$ cat config.mk
export PLATFORM = sky130hd
export DESIGN_NAME = refdiv_mon
export DESIGN_NICKNAME = d
export VERILOG_FILES = /design/src/rtl/refdiv_mon.sv
export SDC_FILE = /design/constraint.sdc
export NUM_CORES = 1
export LEC_CHECK = 0
export ABC_AREA = 1
export BUFFER_PORTS_ARGS = -buffer_cell sky130_fd_sc_hd__buf_2
export CAP_MARGIN = 20
export CORE_AREA = 2 2 51 63
export DETAILED_ROUTE_END_ITERATION = 8
export DIE_AREA = 0 0 53 65
export PLACE_DENSITY = 0.78
export SKIP_CTS_REPAIR_TIMING = 1
export SLEW_MARGIN = 0
export SYNTH_ARGS = -nofsm -noshare
export SYNTH_HDL_FRONTEND = slang
export SYNTH_SLANG_ARGS = --single-unit
$ cat constraint.sdc
create_clock -name clk -period 1.4 [get_ports clk]
set_input_delay 0.21 -clock clk [delete_from_list [all_inputs] [get_ports clk]]
set_output_delay 0.21 -clock clk [all_outputs]
set_load 0.02 [all_outputs]
$ cat src/rtl/refdiv_mon.sv
module refdiv_mon #(
  parameter int DIV_A  = 5,
  parameter int DIV_B  = 4,
  parameter int DIV_C  = 256,
  parameter int WD_CYC = 2 * DIV_A * DIV_B * DIV_C
) (
  input  logic clk,
  input  logic rst,
  input  logic tick,
  input  logic test,
  output logic ref_out,
  output logic ref_stb,
  output logic fail_lamp
);

  localparam int AW   = $clog2(DIV_A);
  localparam int BW   = $clog2(DIV_B);
  localparam int CW   = $clog2(DIV_C);
  localparam int WW   = $clog2(WD_CYC);
  localparam int HALF = DIV_C / 2;

  localparam logic [AW-1:0] A_TOP  = AW'(DIV_A - 1);
  localparam logic [BW-1:0] B_TOP  = BW'(DIV_B - 1);
  localparam logic [CW-1:0] C_TOP  = CW'(DIV_C - 1);
  localparam logic [CW-1:0] C_MID  = CW'(HALF - 1);
  localparam logic [CW-1:0] C_HALF = CW'(HALF);
  localparam logic [WW-1:0] WD_TOP = WW'(WD_CYC - 1);

  logic [AW-1:0] a_q;
  logic [BW-1:0] b_q;
  logic [CW-1:0] c_q;
  logic [WW-1:0] wd_q;
  logic          fail_q;

  logic a_wrap, b_wrap, rise, toggle;

  assign a_wrap = tick && (a_q == A_TOP);
  assign b_wrap = a_wrap && (b_q == B_TOP);
  assign rise   = b_wrap && (c_q == C_MID);
  assign toggle = rise || (b_wrap && (c_q == C_TOP));

  always_ff @(posedge clk) begin
    if (rst) begin
      a_q <= '0;
      b_q <= '0;
      c_q <= '0;
    end else if (tick) begin
      a_q <= a_wrap ? '0 : a_q + 1'b1;
      if (a_wrap) b_q <= (b_q == B_TOP) ? '0 : b_q + 1'b1;
      if (b_wrap) c_q <= (c_q == C_TOP) ? '0 : c_q + 1'b1;
    end
  end

  always_ff @(posedge clk) begin
    if (rst) ref_stb <= 1'b0;
    else     ref_stb <= rise;
  end

  always_ff @(posedge clk) begin
    if (rst) begin
      wd_q   <= '0;
      fail_q <= 1'b0;
    end else if (toggle) begin
      wd_q   <= '0;
      fail_q <= 1'b0;
    end else if (wd_q == WD_TOP) begin
      fail_q <= 1'b1;
    end else begin
      wd_q <= wd_q + 1'b1;
    end
  end

  assign ref_out   = (c_q >= C_HALF);
  assign fail_lamp = fail_q | test;

endmodule

# == Word-level counts from Yosys, hierarchy flattened ==
# Cells that the tools add are included.
# totals
ff_bits,29
latch_bits,0
ram_bits,0
rom_bits,0
in_bits,4
output_inout_bits,3
mem_count,0
# op_classes
add_sub_neg,4
mul,0
div_mod_pow,0
order_cmp,1
eq_ne,5
n_shift,0
n_mux,3
bitwise_logic,1
reduce_logical,8
# op_table
cell,count
"14-bit by 1-bit adder with 14-bit output, second input constant",1
"14-bit equality test, second input constant",1
"8-bit by 1-bit adder with 8-bit output, second input constant",1
"8-bit by 7-bit equality test with 1-bit output, second input constant",1
"8-bit equality test, second input constant",1
"8-bit >= comparator, second input constant",1
8-bit 2-to-1 mux,1
1-bit logical AND,4
2-bit AND reduction,2
"3-bit by 1-bit adder with 3-bit output, second input constant",1
"3-bit equality test, second input constant",1
3-bit 2-to-1 mux,1
"2-bit by 1-bit adder with 2-bit output, second input constant",1
"2-bit equality test, second input constant",1
2-bit 2-to-1 mux,1
2-bit OR reduction,1
1-bit logical OR,1
1-bit bitwise OR,1

# == Depth between registers and ports, before layout ==
# Gate-level depths: netlist of run 1.
# logic_depth
depth_word,6
depth_mapped,9

# == Least setup slack after synthesis of run 1 ==
# OpenSTA, ideal clock, no wires.
# synth_timing
path_kind,flip-flop to flip-flop
startpoint,reg a_q[0]
endpoint,reg wd_q[6]
setup_ns,0.120
t_arrival_ns,1.206
required_ns,1.280
path_slack_ns,0.074
stages_incl_launch_ff,9
n_path_buf,1
path_cell_list,dfxtp_1 -> inv_1 -> ha_1 -> nand3_2 -> nor2_4 -> nand3_2 -> nand2_4 -> buf_6 -> a21oi_1
# synth_via
elab_chain_len,6
# synth_rtl
item,line_no,source
start: declaration,29,logic [AW-1:0] a_q;
start signal: assignment,48,a_q <= a_wrap ? '0 : a_q + 1'b1;
3-bit equality test (*),37,assign a_wrap = tick && (a_q == A_TOP);
1-bit logical AND (*),37,
1-bit logical AND (*),38,assign b_wrap = a_wrap && (b_q == B_TOP);
1-bit logical AND (on tied branches),"39, 40",
1-bit logical OR (*),40,assign toggle = rise || (b_wrap && (c_q == C_TOP));
2-bit OR reduction (no line) (*),--,
end signal: assignment,69,wd_q <= wd_q + 1'b1;
end: declaration,32,logic [WW-1:0] wd_q;
# Every way passes the cells marked *; elsewhere a longest branch is shown, timed or not.
# A chain may end at the register's enable or synchronous reset.

# == Final worst setup path of run 1 ==
# layout_timing
startpoint,reg fail_q
endpoint,out fail_lamp
# layout_via
elab_chain_len,1
# layout_rtl
item,line_no,source
start: declaration,33,logic fail_q;
start signal: assignment,62,fail_q <= 1'b0;
start signal: assignment,65,fail_q <= 1'b0;
start signal: assignment,67,fail_q <= 1'b1;
1-bit bitwise OR,74,assign fail_lamp = fail_q | test;
end: declaration,13,output logic fail_lamp
# Every way passes these cells.

==> results of run 1 <==
## metal layers
layer	vias up	global-route usage, %	routed length, um
li1	701	-	-
met1	607	21.36	1281
met2	24	34.69	1650
met3	7	6.912	100
met4	0	11.86	70
met5	-	0	0
## state kept, by name (all words and copies together) (netlist names)
name,count
a_q,3
b_q,2
c_q,8
fail_q,1
ref_stb,1
wd_q,14
## synth_stat cells (all sizes together)
library cell	number
nand2	38
clkinv	1
or2	1
buf	1
o31ai	1
a21oi	16
xor2	6
xnor2	2
nand3	15
nor3	7
o21ai	5
nor2	35
dfxtp	29
clkbuf	1
nand4	9
inv	31
ha	6
## power by group through the flow
stage               combinational (mW)  clock (mW)  sequential (mW)
floorplan                       0.0533           0            0.868
global placement                0.0952           0            0.865
detailed placement              0.0971           0            0.866
CTS                             0.0975       0.500            0.847
global route                     0.123       0.547            0.853
finish                           0.109       0.486            0.850
## path summary, 6_finish.rpt
check / start / endpoint / slack [ps]
min: rst / b_q[0] / 120
max reg2reg: b_q[1] / c_q[1] / 80
max: fail_q / fail_lamp / 70
min reg2reg: c_q[4] / c_q[4] / 470
## critical path, delay by kind of cell (launching register included)
family,cells,cell delay (ps)
flip-flops,1,330
AND/OR/NAND/NOR,1,300
buffers and inverters,1,160
## area by class of cell
| cell class | instances | area [um^2] | share of cell area (%) |
|---|---|---|---|
| Clock buffer | 8 | 48.80 | 2.746 |
| Inverter | 32 | 125.1 | 7.042 |
| Multi-Input combinational cell | 141 | 812.0 | 45.70 |
| Sequential cell | 29 | 585.6 | 32.96 |
| Tap cell | 36 | 45.04 | 2.535 |
| Timing Repair Buffer | 20 | 160.2 | 9.014 |
## layout by cell type, fill, tap and decap left out, types with 4 or more instances in the layout
| master | count |
|---|---|
| nand2_1 | 34 |
| inv_1 | 28 |
| nor2_1 | 27 |
| dfxtp_1 | 25 |
| a21oi_1 | 16 |
| nand3_1 | 13 |
| buf_4 | 12 |
| nand4_1 | 9 |
| nor3_1 | 6 |
| xor2_1 | 6 |
| buf_2 | 6 |
| nor2_2 | 5 |
| clkbuf_4 | 5 |
| o21ai_0 | 4 |
| dfxtp_2 | 4 |
## logic make-up (layout without fill, tap and decap cells)
| group | Yosys count | after routing |
|---|---|---|
| XOR/XNOR | 8 | 8 |
| AO/OA/AOI/OAI | 22 | 22 |
| adder cells (fa/ha/maj) | 6 | 6 |
| flip-flops | 29 | 29 |
| AND/OR/NAND/NOR | 105 | 105 |
| buffers and inverters | 34 | 60 |
## through the flow
stage	hold WS, ps	area, um^2	TNS [ps]	utilization [%]
CTS	100.5	1692	-2.730	58.53
global route	102.0	1777	-124.9	61.47
detailed placement	445.2	1643	0	56.84
finish	117.3	1777	0	61.47
global placement	440.4	1643	0	56.84
floorplan	282.4	1490	0	-
==> impl_results.md, run 1 <==
- DP Cell Count: about 250
- Outcome: finished, final reports clean
- # rows: 22
- Post-Syn Instances: slightly above 200
- Required time worst endpoint: roughly 1200 ps
- Highest Clock Rate: roughly 750 MHz
- Routed len/inst: 11.66 um
- Pwr Density: roughly 810 nW/um^2
- Top-Level Pins: 7
- Top cell type's share of synthesized area: between 30% and 40%
- CTS H-tree depth: 2
- Via count: around 1300
- Die Footprint: ~3400 um^2
- Peak VDD IR: slightly below 900 uV
- XOR/XNOR share of the synthesized area: ~4.7%
- Switching Share: about a quarter
- Total GRT Usage: 20.49%
- Final cell count without fillers: 266
- Total power: between 1 and 1.5 mW
- Share of layout cells above drive strength 1: 23.04%
- Setup WS pre-CTS: between 20 and 25 ps
- TritonCTS clock tree: yes
- Tcrit/Tclk final: 94.89%
- Post-synthesis compound-gate area fraction: between 7 and 8%
- Root Buffer: clkbuf_4
- Final worst slack: between 70 and 80 ps
- Iter 0 DRT Violations: 27
- Layout area overhead: 19.23%
- Syn. warnings: 0
- Detailed Route WL: 3101 um
- Post-DP HPWL: around 2200 um
- Global-route wire length before repair: just over 5000 um
- Post-Syn Area: ~1500 um^2
- Clock buffer depth: 2
- Multiplexer area fraction after synthesis: 0%
- Int Power: approximately 1.1 mW
- Post-Synth Adder-Cell Area: between 5 and 6%
- CTS Buf Count: 5
- Hold Crit Depth: 2
- Post-Synth Simple-Gate Area: 34.34%
- Largest net degree at the start of global routing: 9
- Die W: ~53 um
- DRC: 0
- Crit Path Class: flop to primary output
- Slew HR: between 70 and 80%
- Synth Area per Inst: roughly 7.3 um^2
- # diodes: 0
- Hold Crit Class: input pin to flop
- CP max stage delay: about 330 ps
- Clock sink total: 29
- Clock slew at reported path FFs: about 90 ps
- Drt via density: just over 5
- Gpl congestion: 0.8166
- GRT Residual Overflow: 0
- Final worst path period need: about 1300 ps
- Crit end category: primary output
- R2R depth: 5
- DRT antenna net count: 0
- Initial Util: 51.56%
- Clock network power share: 33.6%
- Final hold violation count: 0
- Cell Chain, Critical Path: or2_2, buf_2
- Biggest area consumer among synthesized cells: dfxtp_1
- Core area: 2890 um^2
- Skew final: around 6.6 ps
- Pins Over Slew Limit: 0
- Initial antenna violation count: 0
- Clk Latency, worst-skew pair: 330 ps
- Leakage: between 0.6 and 0.7 nW
- Syn nets: 214
- Leading post-synthesis cells by cell area: dfxtp_1 (39%), nand2_1 (8.8%), inv_1 (7.6%), nor2_1 (7.1%), a21oi_1 (5.4%)
- Fin nets: roughly 240
- TritonRoute pass-1 iters: 4
- Flop pwr share: between 50% and 60%
- Port-buffer cells: 6
- Switching Power: around 0.35 mW
- Crit-path max FO: 2
- Combinational family with the most area after synthesis: simple AND/OR/NAND/NOR gates
- Crit path DAT: ~1100 ps
- Worst Max-Slew Pin Slew: around 350 ps
- Yosys reg bits: 29
- Slowest cell on the critical path: dfxtp_1
- Count of cell types in the netlist: 24
- Combinational share of power: 7.5%
- Filler cell count: roughly 260
- Die H: around 65 um
- Sequential fraction of the synthesis area: between 30% and 40%
- Vias in the first global route: 1244
- Max-cap violations: 0
- Critical path launch point type: flop
- Final setup fails: 0
Power figures use the tool's default switching activity.
==> inputs of run 2 (changes only) <==
Settings changed: PLACE_DENSITY 0.78 to 0.76.
Clock period 1.4 ns to 1.3 ns, I/O delays scaled along.
==> run 2 against run 1 <==
The flow now finishes with violations (negative setup slack). First-iteration DRC count grew 11%. Die area is the same. Critical path depth grew 6. Non-clock buffer count increased by 10. Via count up 5.0%. Global-route usage up 0.72 points. Register-to-register slack worse by 80 ps. Clock-buffer cell count decreased by 1. Critical endpoint is now wd_q[2]. Highest routed layer unchanged. Sequential power increased by 8.0%. Sequential share of layout area down 2.8 points. Flip-flop and latch count unchanged. Final area increased by 12%.
==> impl_results.md, run 2 (synthesis gave the netlist of run 1 again) <==
- Detailed Route WL: 3319 um (+7.0%)
- Filler cell count: 255 (-0.39%)
- Cell Chain, Critical Path: inv_2, ha_4, nand3_4, nor2_4, nand3_2, nand2_4, buf_12, a21oi_1
- Iter 0 DRT Violations: 30 (+11%)
- Die W: 53 um (unchanged)
- Int Power: 1.283 mW (+18%)
- Final hold violation count: 0 (unchanged)
- Via count: 1406 (+5.0%)
- Regs by FF count: wd_q (14), c_q (8), a_q (3)
- Die H: 65 um (unchanged)
- Crit path DAT: 1530 ps (+410 ps)
- Clock sink total: 29 (unchanged)
- Layout area overhead: 33.33%
- Skew final: 13.92 ps (+7.273 ps)
- Hold Crit Class: input pin to flop
- Post-route cell area: 1987 um^2 (+12%)
- Port-buffer cells: 6 (unchanged)
- Most common cell after layout, fill and taps aside: nand2_1
- Crit-path max FO: 10 (+8)
- Post-DP HPWL: 2237 um (about the same)
- Final worst path period need: 1304 ps
- Worst Max-Slew Pin Slew: 353.5 ps (+2.517 ps)
- Core area: 2890 um^2 (unchanged)
- Final cell count without fillers: 276 (+3.8%)
- Switching Power: 0.3979 mW (+12%)
- Unrepaired setup endpoints after global routing: yes
- Final setup fails: 3 (+3)
- TritonCTS clock tree: yes
- CP bufs+invs: 2 (+1)
- Routed len/inst: 12.03 um (+3.2%)
- Most frequent cells in the layout: nand2_1 (34), inv_1 (26), buf_4 (21)
- Reg area: 599.3 um^2 (+2.4%)
- CTS H-tree depth: 2 (unchanged)
- Most flops, register: wd_q
- # diodes: 0 (unchanged)
- Pins Over Slew Limit: 0 (unchanged)
- Clock buffer depth: 2 (unchanged)
- Switching Share: 23.66% (-0.86 points)
- Clock network power share: 37.4% (+3.8 points)
- Largest net degree at the start of global routing: 11 (+2)
- Failing checks: negative setup slack
- Top-Level Pins: 7 (unchanged)
- DP Cell Count: 262 (+3.6%)
- Die Footprint: 3445 um^2 (unchanged)
- Share of layout cells above drive strength 1: 37.92% (+15 points)
- Leakage: 0.8181 nW (+18%)
- Required time worst endpoint: 1520 ps (+330 ps)
- Max-cap violations: 0 (unchanged)
- # rows: 22 (unchanged)
- Clk Latency, worst-skew pair: 330 ps (about the same)
- Pwr Density: 846.2 nW/um^2 (+4.0%)
- Post-DP Area: 1724 um^2 (+4.9%)
- Area of the multi-input gates: 910.9 um^2 (+12%)
- Final worst slack: -3.875 ps (-75.48 ps)
- DRC: 0 (unchanged)
- Vias in the first global route: 1292 (+3.9%)
- TritonRoute pass-1 iters: 4 (unchanged)
- Fin nets: 249 (+4.2%)
- CTS Buf Count: 5 (unchanged)
- Global-route wire length before repair: 5313 um (+4.1%)
- Flop pwr share: 54.6% (-4.2 points)
- GRT Residual Overflow: 0 (unchanged)
- Crit path max-delay family: simple AND/OR/NAND/NOR gates
- Combinational share of power: 8.0% (+0.5 points)
- Crit end category: flop
- Clock slew at reported path FFs: 100 ps (about the same)
- Slowest cell on the critical path: dfxtp_2
- Crit Path Class: flop to flop
- DRT antenna net count: 0 (unchanged)
- Critical path launch point type: flop
- Initial antenna violation count: 0 (unchanged)
- Total GRT Usage: 21.21% (+0.72 points)
- Initial Util: 51.56% (unchanged)
- Drt via density: 5.094 (+1.2%)
- Tcrit/Tclk final: 100.3%
- Outcome: finished with violations
- CP max stage delay: 340 ps (about the same)
- Highest Clock Rate: about 770 MHz
- Max reg flops: 14 (unchanged)
- Root Buffer: clkbuf_4
- Gpl congestion: 0.7934 (-2.8%)
- Peak VDD IR: 872.4 uV (-2.3%)
- Slew HR: 76.25% (-0.26 points)
run 2: cell count changes in the layout (fill, tap and decap cells not counted), sizes merged:
| cell | change |
|---|---|
| buf | +10 |
| clkbuf | -1 |
| clkinv | +1 |
run 2: metal layers:
layer  part of all wire, %  up-vias  wire length, um  GRT usage [%]
met5                     0        -                0              0
met4                   3.3        0              110          9.615
met3                   2.4       12               81          5.530
met2                    56       19             1861          38.91
met1                    38      652             1266          21.56
li1                      -      723                -              -
run 2: stage by stage:
stage	setup WS [ps]	setup TNS, ps	hold slack [ps]	utilization (%)	total power, mW
floorplan	17.37	0	267.4	-	1.004
global placement	-4.816	-17.68	440.4	59.65	1.051
detailed placement	-61.51	-689.0	451.1	59.65	1.054
CTS	-90.76	-1224	79.60	62.08	1.685
global route	-82.59	-1163	97.52	68.74	1.756
finish	-3.875	-10.27	111.2	68.74	1.681
run 2: cell type report:
type | count | area share (%)
flip-flops and latches | 29 | 30.16
clock inverters | 1 | 0.2519
inverters | 32 | 6.297
repair buffers | 30 | 11.90
well taps | 36 | 2.267
multi-input cells | 141 | 45.84
clock buffers | 7 | 3.275
run 2: path summary, 6_finish.rpt:
path	start	endpoint	slack [ps]	depth (start not counted)
hold reg to reg	b_q[1]	b_q[1]	460	2
setup / recovery	a_q[1]	wd_q[2]	-4	8
hold / removal	rst	b_q[0]	110	2
setup reg to reg	a_q[1]	wd_q[2]	-4	8
run 2: power groups by stage:
stage / registers (mW) / clock network (mW) / logic [mW]
after global placement: 0.936 / 0 / 0.115
after floorplan: 0.938 / 0 / 0.0662
after global routing: 0.920 / 0.684 / 0.151
after detailed placement: 0.936 / 0 / 0.118
after CTS: 0.915 / 0.650 / 0.119
final: 0.918 / 0.629 / 0.134
==> inputs of run 3 (changes only) <==
Settings changed: ABC_AREA 1 to not set, CORE_AREA 2 2 51 63 to 2 2 49 61, DIE_AREA 0 0 53 65 to 0 0 51 63.
==> run 3 against run 2 <==
The flow still finishes with violations (negative setup slack). Area after synthesis decreased by 6.7%. Largest power group unchanged. Power fell by 5.7%. Critical path type unchanged. Core utilization is 8.0 points higher. Clock power is 15% lower. Wire length rose by 6.0%. Setup slack worse by 240 ps.
==> impl_results.md, run 3 <==
- Outcome: finished with violations
- Failing checks: negative setup slack
- Final setup fails: 20 (+17)
- DRT antenna net count: 0 (unchanged)
- Worst Max-Slew Pin Slew: 320.8 ps (-32.68 ps)
- Post-route cell area: 2036 um^2 (+2.5%)
- Yosys reg bits: 29 (unchanged)
- Post-DP HPWL: 2264 um (+1.2%)
- Total GRT Usage: 21.89% (+0.67 points)
- Post-Syn Instances: 161 (-21%)
- # diodes: 0 (unchanged)
- Port-buffer cells: 6 (unchanged)
- Crit Path Class: flop to flop
- Leakage: 0.8219 nW (+0.46%)
- Hold_ws: 223.7 ps (+112.5 ps)
- Die Footprint: 3213 um^2 (-6.7%)
- Post-DP Area: 1764 um^2 (+2.3%)
- Layout area overhead: 46.44%
- Required time worst endpoint: 1570 ps (+50 ps)
- Max reg flops: 14 (unchanged)
- TritonCTS clock tree: yes
- Pwr Density: 778.7 nW/um^2 (-8.0%)
- Most common cell after layout, fill and taps aside: buf_4
- Peak VDD IR: 922.8 uV (+5.8%)
- Most frequent cells in the layout: buf_4 (34), dfxtp_1 (17), nor2_1 (16)
- Most common cell in the netlist: dfxtp_1
- Top cell type's share of synthesized area: 41.76% (+2.8 points)
- Commonest cells in the synthesized netlist: dfxtp_1 (29), nor2_1 (19), a21oi_1 (11)
- Crit-path max FO: 6 (-4)
- Leading post-synthesis cells by cell area: dfxtp_1 (42%), ha_1 (5.4%), nor2_1 (5.1%), xnor2_1 (4.4%), a21oi_1 (4.0%)
- Drt via density: 5.594 (+9.8%)
- Primary FF master, synth: dfxtp_1
- Core Util, Final: 76.71% (+8.0 points)
- Gpl congestion: 0.8041 (+1.3%)
- Clock slew at reported path FFs: 100 ps (about the same)
- Share of layout cells above drive strength 1: 52.68% (+15 points)
- Initial antenna violation count: 0 (unchanged)
- TritonRoute pass-1 iters: 4 (unchanged)
- Final worst slack: -242.8 ps (-238.9 ps)
- Fin nets: 214 (-14%)
- Clock sink total: 29 (unchanged)
- Core area: 2654 um^2 (-8.2%)
- Root Buffer: clkbuf_4
- Routed len/inst: 14.72 um (+22%)
- Clock buffer depth: 2 (unchanged)
- Syn nets: 171 (-20%)
- Die H: 63 um (-3.1%)
- Tcrit/Tclk final: 118.7% (+18 points)
- Crit path max-delay family: simple AND/OR/NAND/NOR gates
- # rows: 21 (-4.5%)
- DRC: 0 (unchanged)
- Regs by FF count: wd_q (14), c_q (8), a_q (3)
- Crit end category: flop
- Count of cell types in the netlist: 36 (+50%)
- Unrepaired setup endpoints after global routing: yes
- Detailed Route WL: 3519 um (+6.0%)
- Iter 0 DRT Violations: 30 (unchanged)
- GRT Residual Overflow: 0 (unchanged)
- Hold Crit Class: input pin to flop
- Initial Util: 52.38% (+0.82 points)
- CP max stage delay: 440 ps (+100 ps)
- Highest Clock Rate: 648.2 MHz (-15%)
- Skew final: 10.89 ps (-3.026 ps)
- Synth Area per Inst: 8.634 um^2 (+18%)
- Crit path DAT: 1820 ps (+290 ps)
- Biggest area consumer among synthesized cells: dfxtp_1
- Post-synth EDFFs: 0 (unchanged)
- CP bufs+invs: 0 (-2)
- Final worst path period need: 1543 ps (+238.9 ps)
- Clk Latency, worst-skew pair: 330 ps (about the same)
- Final hold violation count: 0 (unchanged)
- Global-route wire length before repair: 5326 um (+0.24%)
- Die W: 51 um (-3.8%)
- Vias in the first global route: 1327 (+2.7%)
- Max-cap violations: 0 (unchanged)
- Post-Syn Area: 1390 um^2 (-6.7%)
- Pins Over Slew Limit: 0 (unchanged)
- Slew HR: 78.61% (+2.4 points)
- Asr flop ratio synth: 0% (unchanged)
- CTS Buf Count: 5 (unchanged)
- Largest net degree at the start of global routing: 16 (+5)
- Slowest cell on the critical path: or3_4
- Syn. warnings: 0 (unchanged)
- Via count: 1337 (-4.9%)
- Sequential fraction of the synthesis area: 41.76% (+2.8 points)
- Final setup TNS: -1830 ps (-1820 ps)
- Critical path launch point type: flop
- Most flops, register: wd_q
- Top-Level Pins: 7 (unchanged)
- Cell Chain, Critical Path: nand4_1, or3_4, or4_4, a21oi_2
- CTS H-tree depth: 2 (unchanged)
run 3: logic make-up (layout without fill, tap and decap cells):
kind of cell,after synthesis,after routing,share of synthesized area [%]
adders and majority gates,6,6,5.400
AOI/OAI and AO/OA,27,27,11.25
DFF,29,29,41.76
and+or+nand+nor,67,69,26.28
muxes,5,5,3.601
buffers and inverters,18,60,6.030
xor gates and xnor gates,9,9,5.671
run 3: cell type report:
type / count / area (um^2)
Timing Repair Buffer: 43 / 325.3
Tap cell: 34 / 42.54
Clock buffer: 5 / 37.54
Multi-Input combinational cell: 116 / 980.9
Inverter: 9 / 33.78
Clock inverter: 3 / 17.52
Sequential cell: 29 / 598.1
Fill cell: 180 / 618.1
run 3: final timing paths:
| check | depth (start not counted) | slack [ps] | to | startpoint |
|---|---|---|---|---|
| setup reg to reg | 4 | -240 | wd_q[11] | wd_q[5] |
| hold / removal | 2 | 220 | b_q[0] | rst |
| hold reg to reg | 2 | 490 | fail_q | fail_q |
| setup / recovery | 4 | -240 | wd_q[11] | wd_q[5] |
run 3: per-stage QoR:
| step | worst slack, ps | power [mW] | std cells |
|---|---|---|---|
| 3_5_place_dp | -206.5 | 1.062 | 225 |
| 6_report | -242.8 | 1.585 | 239 |
| 5_1_grt | -266.3 | 1.645 | 239 |
| 3_3_place_gp | -164.5 | 1.052 | 225 |
| 4_1_cts | -232.6 | 1.583 | 233 |
| 2_1_floorplan | -175.2 | 1.020 | 161 |
run 3: where the power goes:
| part | leakage, nW | switching (mW) | internal, mW | total, mW |
|---|---|---|---|---|
| logic | 0.551 | 0.0657 | 0.0651 | 0.131 |
| registers | 0.240 | 0.0135 | 0.904 | 0.917 |
| clock network | 0.0310 | 0.334 | 0.203 | 0.537 |
run 3: worst reg2reg max path: stages, from the launching register on:
cell and delay (ps):
dfxtp_2 350, nand4_1 130, or3_4 440, or4_4 430, a21oi_2 140
run 3: metal layers:
| layer | part of all wire, % | GRT usage [%] | wire length, um | vias up |
|---|---|---|---|---|
| met3 | 2.8 | 5.742 | 99 | 11 |
| met1 | 37 | 21.12 | 1298 | 650 |
| met4 | 3.0 | 10.14 | 106 | 0 |
| li1 | - | - | - | 655 |
| met2 | 57 | 41.23 | 2016 | 21 |
| met5 | 0 | 0 | 0 | - |
